`config.mk`:
```
export PLATFORM = sky130hd
export DESIGN_NAME = mcycle_sequencer
export DESIGN_NICKNAME = d
export VERILOG_FILES = /design/src/rtl/mcs_pkg.sv /design/src/rtl/mcs_mode_track.sv /design/src/rtl/mcs_arbiter.sv /design/src/rtl/mcs_fsm.sv /design/src/rtl/mcs_outdec.sv /design/src/rtl/mcycle_sequencer.sv
export SDC_FILE = /design/constraint.sdc
export NUM_CORES = 1
export LEC_CHECK = 0
export BUFFER_PORTS_ARGS = -buffer_cell sky130_fd_sc_hd__clkbuf_2
export CAP_MARGIN = 20
export CORE_MARGIN = 2
export CORE_UTILIZATION = 50
export CTS_BUF_LIST = sky130_fd_sc_hd__clkbuf_16
export CTS_CLUSTER_SIZE = 10
export DETAILED_ROUTE_END_ITERATION = 10
export PLACE_DENSITY = 0.79
export SKIP_CTS_REPAIR_TIMING = 1
export SYNTH_ARGS = -nofsm -noshare
export SYNTH_HDL_FRONTEND = slang
export SYNTH_SLANG_ARGS = --single-unit
```
`constraint.sdc`:
```
create_clock -name clk -period 3.25 [get_ports clk]
set_input_delay 0.65 -clock clk [delete_from_list [all_inputs] [get_ports clk]]
set_output_delay 0.65 -clock clk [all_outputs]
set_load 0.01 [all_outputs]
```
`src/rtl/mcs_pkg.sv`:
```
package mcs_pkg;

  typedef enum logic [1:0] {
    MODE_RUN   = 2'd0,
    MODE_PAUSE = 2'd1,
    MODE_LOAD  = 2'd2,
    MODE_RESET = 2'd3
  } mode_e;

  typedef enum logic [2:0] {
    ST_RESET   = 3'd0,
    ST_INIT    = 3'd1,
    ST_FETCH   = 3'd2,
    ST_EXEC    = 3'd3,
    ST_DMA_IN  = 3'd4,
    ST_DMA_OUT = 3'd5,
    ST_INTR    = 3'd6
  } cyc_state_e;

  // What the mode tracker decided to do at this edge
  typedef enum logic [2:0] {
    K_RESET,
    K_HOLD,
    K_LOAD,
    K_INIT,
    K_RESUME,
    K_RUN
  } step_e;

  localparam logic [1:0] SC_FETCH = 2'd0;
  localparam logic [1:0] SC_EXEC  = 2'd1;
  localparam logic [1:0] SC_DMA   = 2'd2;
  localparam logic [1:0] SC_INTR  = 2'd3;

  typedef struct packed {
    logic regs_clr;
    logic ptr_clr;
    logic op_load;
    logic dma_wr;
    logic dma_rd;
    logic dma_inc;
    logic ctx_save;
  } strobes_t;

endpackage

```
`src/rtl/mcs_mode_track.sv`:
```
module mcs_mode_track
  import mcs_pkg::*;
(
  input  logic       clk,
  input  logic       rst_n,
  input  logic [1:0] mode_i,
  output step_e      step_o,
  output logic       active_o
);

  mode_e eff_q, eff_d;
  logic  active_q;
  mode_e req;

  assign req = mode_e'(mode_i);

  always_comb begin
    eff_d  = eff_q;
    step_o = K_HOLD;
    case (req)
      MODE_RESET: begin eff_d = MODE_RESET; step_o = K_RESET; end
      MODE_PAUSE: begin eff_d = MODE_PAUSE; step_o = K_HOLD;  end
      MODE_LOAD:  begin eff_d = MODE_LOAD;  step_o = K_LOAD;  end
      default: begin
        case (eff_q)
          MODE_LOAD:  begin eff_d = MODE_LOAD; step_o = K_LOAD;   end
          MODE_RESET: begin eff_d = MODE_RUN;  step_o = K_INIT;   end
          MODE_PAUSE: begin eff_d = MODE_RUN;  step_o = K_RESUME; end
          default:    begin eff_d = MODE_RUN;  step_o = K_RUN;    end
        endcase
      end
    endcase
  end

  always_ff @(posedge clk or negedge rst_n) begin
    if (!rst_n) begin
      eff_q    <= MODE_RESET;
      active_q <= 1'b1;
    end else begin
      eff_q    <= eff_d;
      active_q <= (req != MODE_PAUSE);
    end
  end

  assign active_o = active_q;

  // a run request that follows load is absorbed
  a_r9_load_sticks: assert property (@(posedge clk) disable iff (!rst_n)
    (eff_q == MODE_LOAD && req == MODE_RUN) |-> step_o == K_LOAD);

endmodule

```
`src/rtl/mcs_arbiter.sv`:
```
module mcs_arbiter
  import mcs_pkg::*;
#(
  parameter int NREQ = 3
)(
  input  logic [NREQ-1:0]      req_i,
  input  logic [NREQ-1:0][2:0] tgt_i,
  input  cyc_state_e           fallback_i,
  output cyc_state_e           pick_o
);

  // index 0 is the most urgent request
  always_comb begin
    pick_o = fallback_i;
    for (int i = NREQ - 1; i >= 0; i--) begin
      if (req_i[i]) pick_o = cyc_state_e'(tgt_i[i]);
    end
  end

endmodule

```
`src/rtl/mcs_fsm.sv`:
```
module mcs_fsm
  import mcs_pkg::*;
#(
  parameter int NIB_W = 4
)(
  input  logic             clk,
  input  logic             rst_n,
  input  step_e            step_i,
  input  logic             irq_i,
  input  logic             dma_in_i,
  input  logic             dma_out_i,
  input  logic             ie_i,
  input  logic [NIB_W-1:0] op_hi_i,
  input  logic [NIB_W-1:0] op_lo_i,
  output cyc_state_e       state_o
);

  localparam int NREQ = 3;

  cyc_state_e cur_q, nxt, arb_pick, fb;
  logic       idle_q, idle_d;
  logic       use_arb, dma_ok, int_ok;
  logic [NREQ-1:0]      reqs;
  logic [NREQ-1:0][2:0] tgts;

  always_comb begin
    nxt     = cur_q;
    fb      = ST_FETCH;
    use_arb = 1'b0;
    dma_ok  = 1'b0;
    int_ok  = 1'b0;
    idle_d  = idle_q;
    case (step_i)
      K_RESET:  begin nxt = ST_RESET; idle_d = 1'b1; end
      K_HOLD:   nxt = cur_q;
      K_INIT:   nxt = ST_INIT;
      K_RESUME: nxt = ST_FETCH;
      K_LOAD: begin
        use_arb = 1'b1;
        dma_ok  = 1'b1;
        int_ok  = (cur_q != ST_INTR);
        fb      = ST_EXEC;
        idle_d  = 1'b1;
      end
      default: begin
        case (cur_q)
          ST_FETCH: begin
            nxt    = ST_EXEC;
            idle_d = (op_hi_i == '0) && (op_lo_i == '0);
          end
          ST_INIT: begin
            use_arb = 1'b1; dma_ok = 1'b1; fb = ST_FETCH;
          end
          ST_EXEC: begin
            use_arb = 1'b1; dma_ok = 1'b1; int_ok = 1'b1;
            fb = idle_q ? ST_EXEC : ST_FETCH;
          end
          ST_DMA_IN, ST_DMA_OUT: begin
            use_arb = 1'b1; dma_ok = 1'b1; int_ok = 1'b1; fb = ST_FETCH;
          end
          ST_INTR: begin
            use_arb = 1'b1; dma_ok = 1'b1; fb = ST_FETCH;
          end
          default: nxt = ST_INIT;
        endcase
      end
    endcase
  end

  assign reqs = {irq_i & ie_i & int_ok, dma_out_i & dma_ok, dma_in_i & dma_ok};
  assign tgts = {ST_INTR, ST_DMA_OUT, ST_DMA_IN};

  mcs_arbiter #(.NREQ(NREQ)) u_arb (
    .req_i      (reqs),
    .tgt_i      (tgts),
    .fallback_i (fb),
    .pick_o     (arb_pick)
  );

  always_ff @(posedge clk or negedge rst_n) begin
    if (!rst_n) begin
      cur_q  <= ST_RESET;
      idle_q <= 1'b1;
    end else begin
      cur_q  <= use_arb ? arb_pick : nxt;
      idle_q <= idle_d;
    end
  end

  assign state_o = cur_q;

  // fetch always proceeds to execute in run
  a_r3_fetch_then_exec: assert property (@(posedge clk) disable iff (!rst_n)
    (step_i == K_RUN && cur_q == ST_FETCH) |=> cur_q == ST_EXEC);

  // DMA-in wins arbitration after execute, DMA and interrupt cycles
  a_r4_dma_in_first: assert property (@(posedge clk) disable iff (!rst_n)
    (step_i == K_RUN && dma_in_i &&
     (cur_q == ST_EXEC || cur_q == ST_DMA_IN || cur_q == ST_DMA_OUT || cur_q == ST_INTR))
    |=> cur_q == ST_DMA_IN);

  // no interrupt cycle directly after another
  a_r7_no_double_int: assert property (@(posedge clk) disable iff (!rst_n)
    (cur_q == ST_INTR && step_i != K_HOLD) |=> cur_q != ST_INTR);

  // load never reaches fetch
  a_r8_load_no_fetch: assert property (@(posedge clk) disable iff (!rst_n)
    (step_i == K_LOAD) |=> (cur_q != ST_FETCH && cur_q != ST_INIT && cur_q != ST_RESET));

  // initialize never goes to interrupt
  a_r11_init_no_int: assert property (@(posedge clk) disable iff (!rst_n)
    (step_i == K_RUN && cur_q == ST_INIT) |=> (cur_q != ST_INTR && cur_q != ST_EXEC));

endmodule

```
`src/rtl/mcs_outdec.sv`:
```
module mcs_outdec
  import mcs_pkg::*;
(
  input  cyc_state_e state_i,
  input  logic       active_i,
  output logic [1:0] code_o,
  output strobes_t   stb_o
);

  strobes_t raw;

  always_comb begin
    raw    = '0;
    code_o = SC_EXEC;
    case (state_i)
      ST_RESET:   raw.regs_clr = 1'b1;
      ST_INIT:    raw.ptr_clr  = 1'b1;
      ST_FETCH:   begin code_o = SC_FETCH; raw.op_load = 1'b1; end
      ST_DMA_IN:  begin code_o = SC_DMA; raw.dma_wr = 1'b1; raw.dma_inc = 1'b1; end
      ST_DMA_OUT: begin code_o = SC_DMA; raw.dma_rd = 1'b1; raw.dma_inc = 1'b1; end
      ST_INTR:    begin code_o = SC_INTR; raw.ctx_save = 1'b1; end
      default:    code_o = SC_EXEC;
    endcase
  end

  assign stb_o = active_i ? raw : '0;

endmodule

```
`src/rtl/mcycle_sequencer.sv`:
```
module mcycle_sequencer
  import mcs_pkg::*;
#(
  parameter int NIB_W = 4
)(
  input  logic             clk,
  input  logic             rst_n,
  input  logic [1:0]       mode_i,
  input  logic             irq_i,
  input  logic             dma_in_req_i,
  input  logic             dma_out_req_i,
  input  logic             ie_i,
  input  logic [NIB_W-1:0] op_hi_i,
  input  logic [NIB_W-1:0] op_lo_i,
  output logic [2:0]       state_o,
  output logic [1:0]       state_code_o,
  output logic             regs_clr_o,
  output logic             ptr_clr_o,
  output logic             op_load_o,
  output logic             dma_wr_o,
  output logic             dma_rd_o,
  output logic             dma_ptr_inc_o,
  output logic             ctx_save_o
);

  step_e      step;
  logic       active;
  cyc_state_e cur;
  strobes_t   stb;

  mcs_mode_track u_mode (
    .clk      (clk),
    .rst_n    (rst_n),
    .mode_i   (mode_i),
    .step_o   (step),
    .active_o (active)
  );

  mcs_fsm #(.NIB_W(NIB_W)) u_fsm (
    .clk       (clk),
    .rst_n     (rst_n),
    .step_i    (step),
    .irq_i     (irq_i),
    .dma_in_i  (dma_in_req_i),
    .dma_out_i (dma_out_req_i),
    .ie_i      (ie_i),
    .op_hi_i   (op_hi_i),
    .op_lo_i   (op_lo_i),
    .state_o   (cur)
  );

  mcs_outdec u_dec (
    .state_i  (cur),
    .active_i (active),
    .code_o   (state_code_o),
    .stb_o    (stb)
  );

  assign state_o       = cur;
  assign regs_clr_o    = stb.regs_clr;
  assign ptr_clr_o     = stb.ptr_clr;
  assign op_load_o     = stb.op_load;
  assign dma_wr_o      = stb.dma_wr;
  assign dma_rd_o      = stb.dma_rd;
  assign dma_ptr_inc_o = stb.dma_inc;
  assign ctx_save_o    = stb.ctx_save;

  // reset mode lands in the reset cycle with its clear strobe
  a_r1_reset_entry: assert property (@(posedge clk) disable iff (!rst_n)
    (mode_i == 2'd3) |=> (state_o == 3'd0 && regs_clr_o));

  // pause freezes the cycle and silences every strobe
  a_r10_pause_quiet: assert property (@(posedge clk) disable iff (!rst_n)
    (mode_i == 2'd1) |=> ($stable(state_o) &&
      {regs_clr_o, ptr_clr_o, op_load_o, dma_wr_o, dma_rd_o, dma_ptr_inc_o, ctx_save_o} == '0));

  // the DMA pointer steps only in DMA-coded cycles
  a_r6_dma_code: assert property (@(posedge clk) disable iff (!rst_n)
    dma_ptr_inc_o |-> (state_code_o == 2'd2 && (dma_wr_o ^ dma_rd_o)));

endmodule

```
==> results.yml <==
sta:
  setup_viol: 0
  fin_crit_sh: 0.6359
  fmax_mhz: 483.8
  fin_setup_tns_ps: 0
  hold_viol: 0
  maxSlewHeadroom: 0.7390
  worst_pin_slew_ps: 391.5
  drv_slew: 0
  min_period_ps: 2067
  fin_skew_ps: 3.977
  rsz0062_at_grt: "false"
drt:
  wl_per_cell_um: 14.29
  wl_mm: 1.772
  drc: 0
  drtIter0Drc: 17
  viasPerCell: 5.839
  num_vias: 724
  drt_pass1_iterations: 4
  ant_nets: 0
global_route:
  grt.overflow.total: 0
  grtUsageTotal: 0.2362
  antenna_found_initial: 0
  grt_max_degree: 13
  grt_pass1_vias: 650
  grt_pass1_wl_mm: 3.042
die:
  io_pins: 28
  die_w_um: 41.47
  die_h_um: 41.47
  dieArea_um2: 1719
  core_area_um2: 1301
  start_util: 0.5394
  std_cell_rows: 13
finish:
  layout.nets: 130
  design_area_um2: 918.4
  antenna_cells: 0
  final_util: 0.7058
  syn_to_final_growth_pct: 30.84
  fillers: 115
  multi_input_area_um2: 479.2
  stdcell_count: 124
  regArea_um2: 180.2
  drive_gt1_frac: 0.3670
critical_path:
  r2r_setup_slack_ps: 1200
  critPathRequiredTime_ps: 2600
  endpoint: "op_load_o"
  crit_fanout: 12
  cp.arrival_ps: 1420
  crit_path_start: "u_fsm.state_o[1]$_DFFE_PN0P_"
  worst-setup-path-type: "reg -> out"
  setup.worst_path.end_class: "primary output"
  crit_path_cell_trace: "inv_1 -> nor4b_1 -> clkbuf_2"
  slowest_delay_ps: 570
  ff2ff_path_depth: 7
  cp-start-kind: "flop"
  rr_startpoint: "u_mode.eff_q[0]$_DFF_PN1_"
  rr_endpoint: "u_fsm.state_o[0]$_DFFE_PN0P_"
  cp_slowest_cell: "dfrtp_1"
power:
  p_sw_mw: 0.1460
  power_density_nw_per_um2: 511.2
  p_seq_frac: 0.257
  switching_share: 0.3110
  power_mw: 0.4695
  p_int_mw: 0.3235
  peakVddDrop_mv: 0.4675
  comb_power_share: 0.300
  power.leakage_nw: 0.4333
  p_clk_frac: 0.442
logic_synthesis:
  syn_area_per_cell_um2: 8.560
  ys_ff_latch: 7
  synthesis.area_um2: 701.9
  synth_largest_area_cell: "dfstp_2"
  netlist_instances: 82
  synth_fp_nets: 102
  synth.distinct_cells: 38
  yosys-top-cells-area: "dfstp_2, dfrtp_1, ha_1"
  yosysWarnings: 0
  synth.top_cell.area_share: 0.1497
  yosysSeqAreaShare: 0.2567
clock_tree:
  cts_tree: "yes"
  clock_latency_ps: 230
  htree_levels: 1
  clk_path_buf_depth: 2
  clkTransAtPathRegs_ps: 40
  clock_sinks: 7
  cts_buffers: 3
  cts-root-buf: "clkbuf_16"
min_path:
  hp-class: "in -> async"
place:
  port_buffers: 27
  place_area_um2: 839.6
  gp_congestion: 0.8524
  dpl.hpwl_mm: 1.369
  dp.cells: 120
run_status:
  status: "completed"
flow_run:
  cap_violations: 0
-- registers in the layout, indices dropped and copies added (netlist names) --
| register | flops |
|---|---|
| u_fsm.idle_q | 1 |
| u_fsm.state_o | 3 |
| u_mode.eff_q | 2 |
| u_mode.active_o | 1 |
-- cell families (layout without fill, tap and decap cells) --
group                    after synthesis  count (layout)  share of synthesized area
multiplexers                           1               1                    0.01426
buffers and inverters                 11              38                    0.06060
AND/OR/NAND/NOR                       38              38                     0.3102
adder cells (fa/ha/maj)                4               4                    0.07130
AO/OA/AOI/OAI                         21              21                     0.2870
flip-flops                             7               7                     0.2567
-- worst min path at each step --
stage	start	to	cells past startpoint
floorplan	rst_n	u_fsm.state_o[0]$_DFFE_PN0P_	0
global placement	rst_n	u_fsm.state_o[1]$_DFFE_PN0P_	1
detailed placement	rst_n	u_fsm.state_o[0]$_DFFE_PN0P_	1
CTS	rst_n	u_fsm.state_o[2]$_DFFE_PN0P_	1
global route	rst_n	u_fsm.state_o[2]$_DFFE_PN0P_	1
finish	rst_n	u_fsm.state_o[2]$_DFFE_PN0P_	1
-- power by group through the flow --
stage	registers (mW)	clock network, mW	logic [mW]
2_1_floorplan	0.112	0	0.101
3_3_place_gp	0.121	0	0.138
3_5_place_dp	0.121	0	0.140
4_1_cts	0.121	0.210	0.141
5_1_grt	0.124	0.215	0.155
6_report	0.121	0.208	0.141
-- cell usage after synthesis, drive strengths merged --
cell type  instances
inv                7
nor2               7
nand2              6
a21oi              5
dfstp              4
ha                 4
nor3               4
o21ai              4
clkbuf             3
dfrtp              3
nand2b             3
nor2b              3
nor4               3
and3               2
nor4b              2
o211ai             2
o311ai             2
or2                2
a2111oi            1
a211o              1
a21o               1
a22o               1
a2bb2oi            1
and2               1
and4b              1
buf                1
mux2i              1
nand3              1
nand3b             1
nand4              1
nor3b              1
o211a              1
o21bai             1
o32ai              1
-- per-layer routing --
metal | part of all wire | GRT usage
met2 | 0.51 | 0.3906
met1 | 0.41 | 0.2784
met5 | 0 | 0
met3 | 0.067 | 0.06522
met4 | 0.019 | 0.1161
-- area by class of cell --
cell class,count,area share
Sequential cell,7,0.1962
Inverter,7,0.02861
Clock buffer,3,0.08174
Timing Repair Buffer,27,0.1471
Tap cell,15,0.02044
Clock inverter,1,0.004087
Multi-Input combinational cell,64,0.5218
-- per-stage QoR --
step / hold WS (ps) / setup slack [ps]
2_1_floorplan: 354.4 / 1347
3_3_place_gp: 492.9 / 1269
3_5_place_dp: 489.2 / 1213
4_1_cts: 245.3 / 1178
5_1_grt: 249.0 / 1047
6_report: 244.1 / 1183
-- critical path, delay by kind of cell, from the launching register on --
family | cells | cell delay [ps]
buffers and inverters | 2 | 340
and+or+nand+nor | 1 | 280
DFF | 1 | 570
-- layout by cell type (no fill, tap or decap), types with 4 or more instances in the layout --
master    instances
a21oi_1           5
clkbuf_2         27
dfstp_2           4
ha_1              4
inv_1             8
nand2_1           6
nor2_1            7
nor3_1            4
Note: power is estimated with default switching activity, not from simulation.
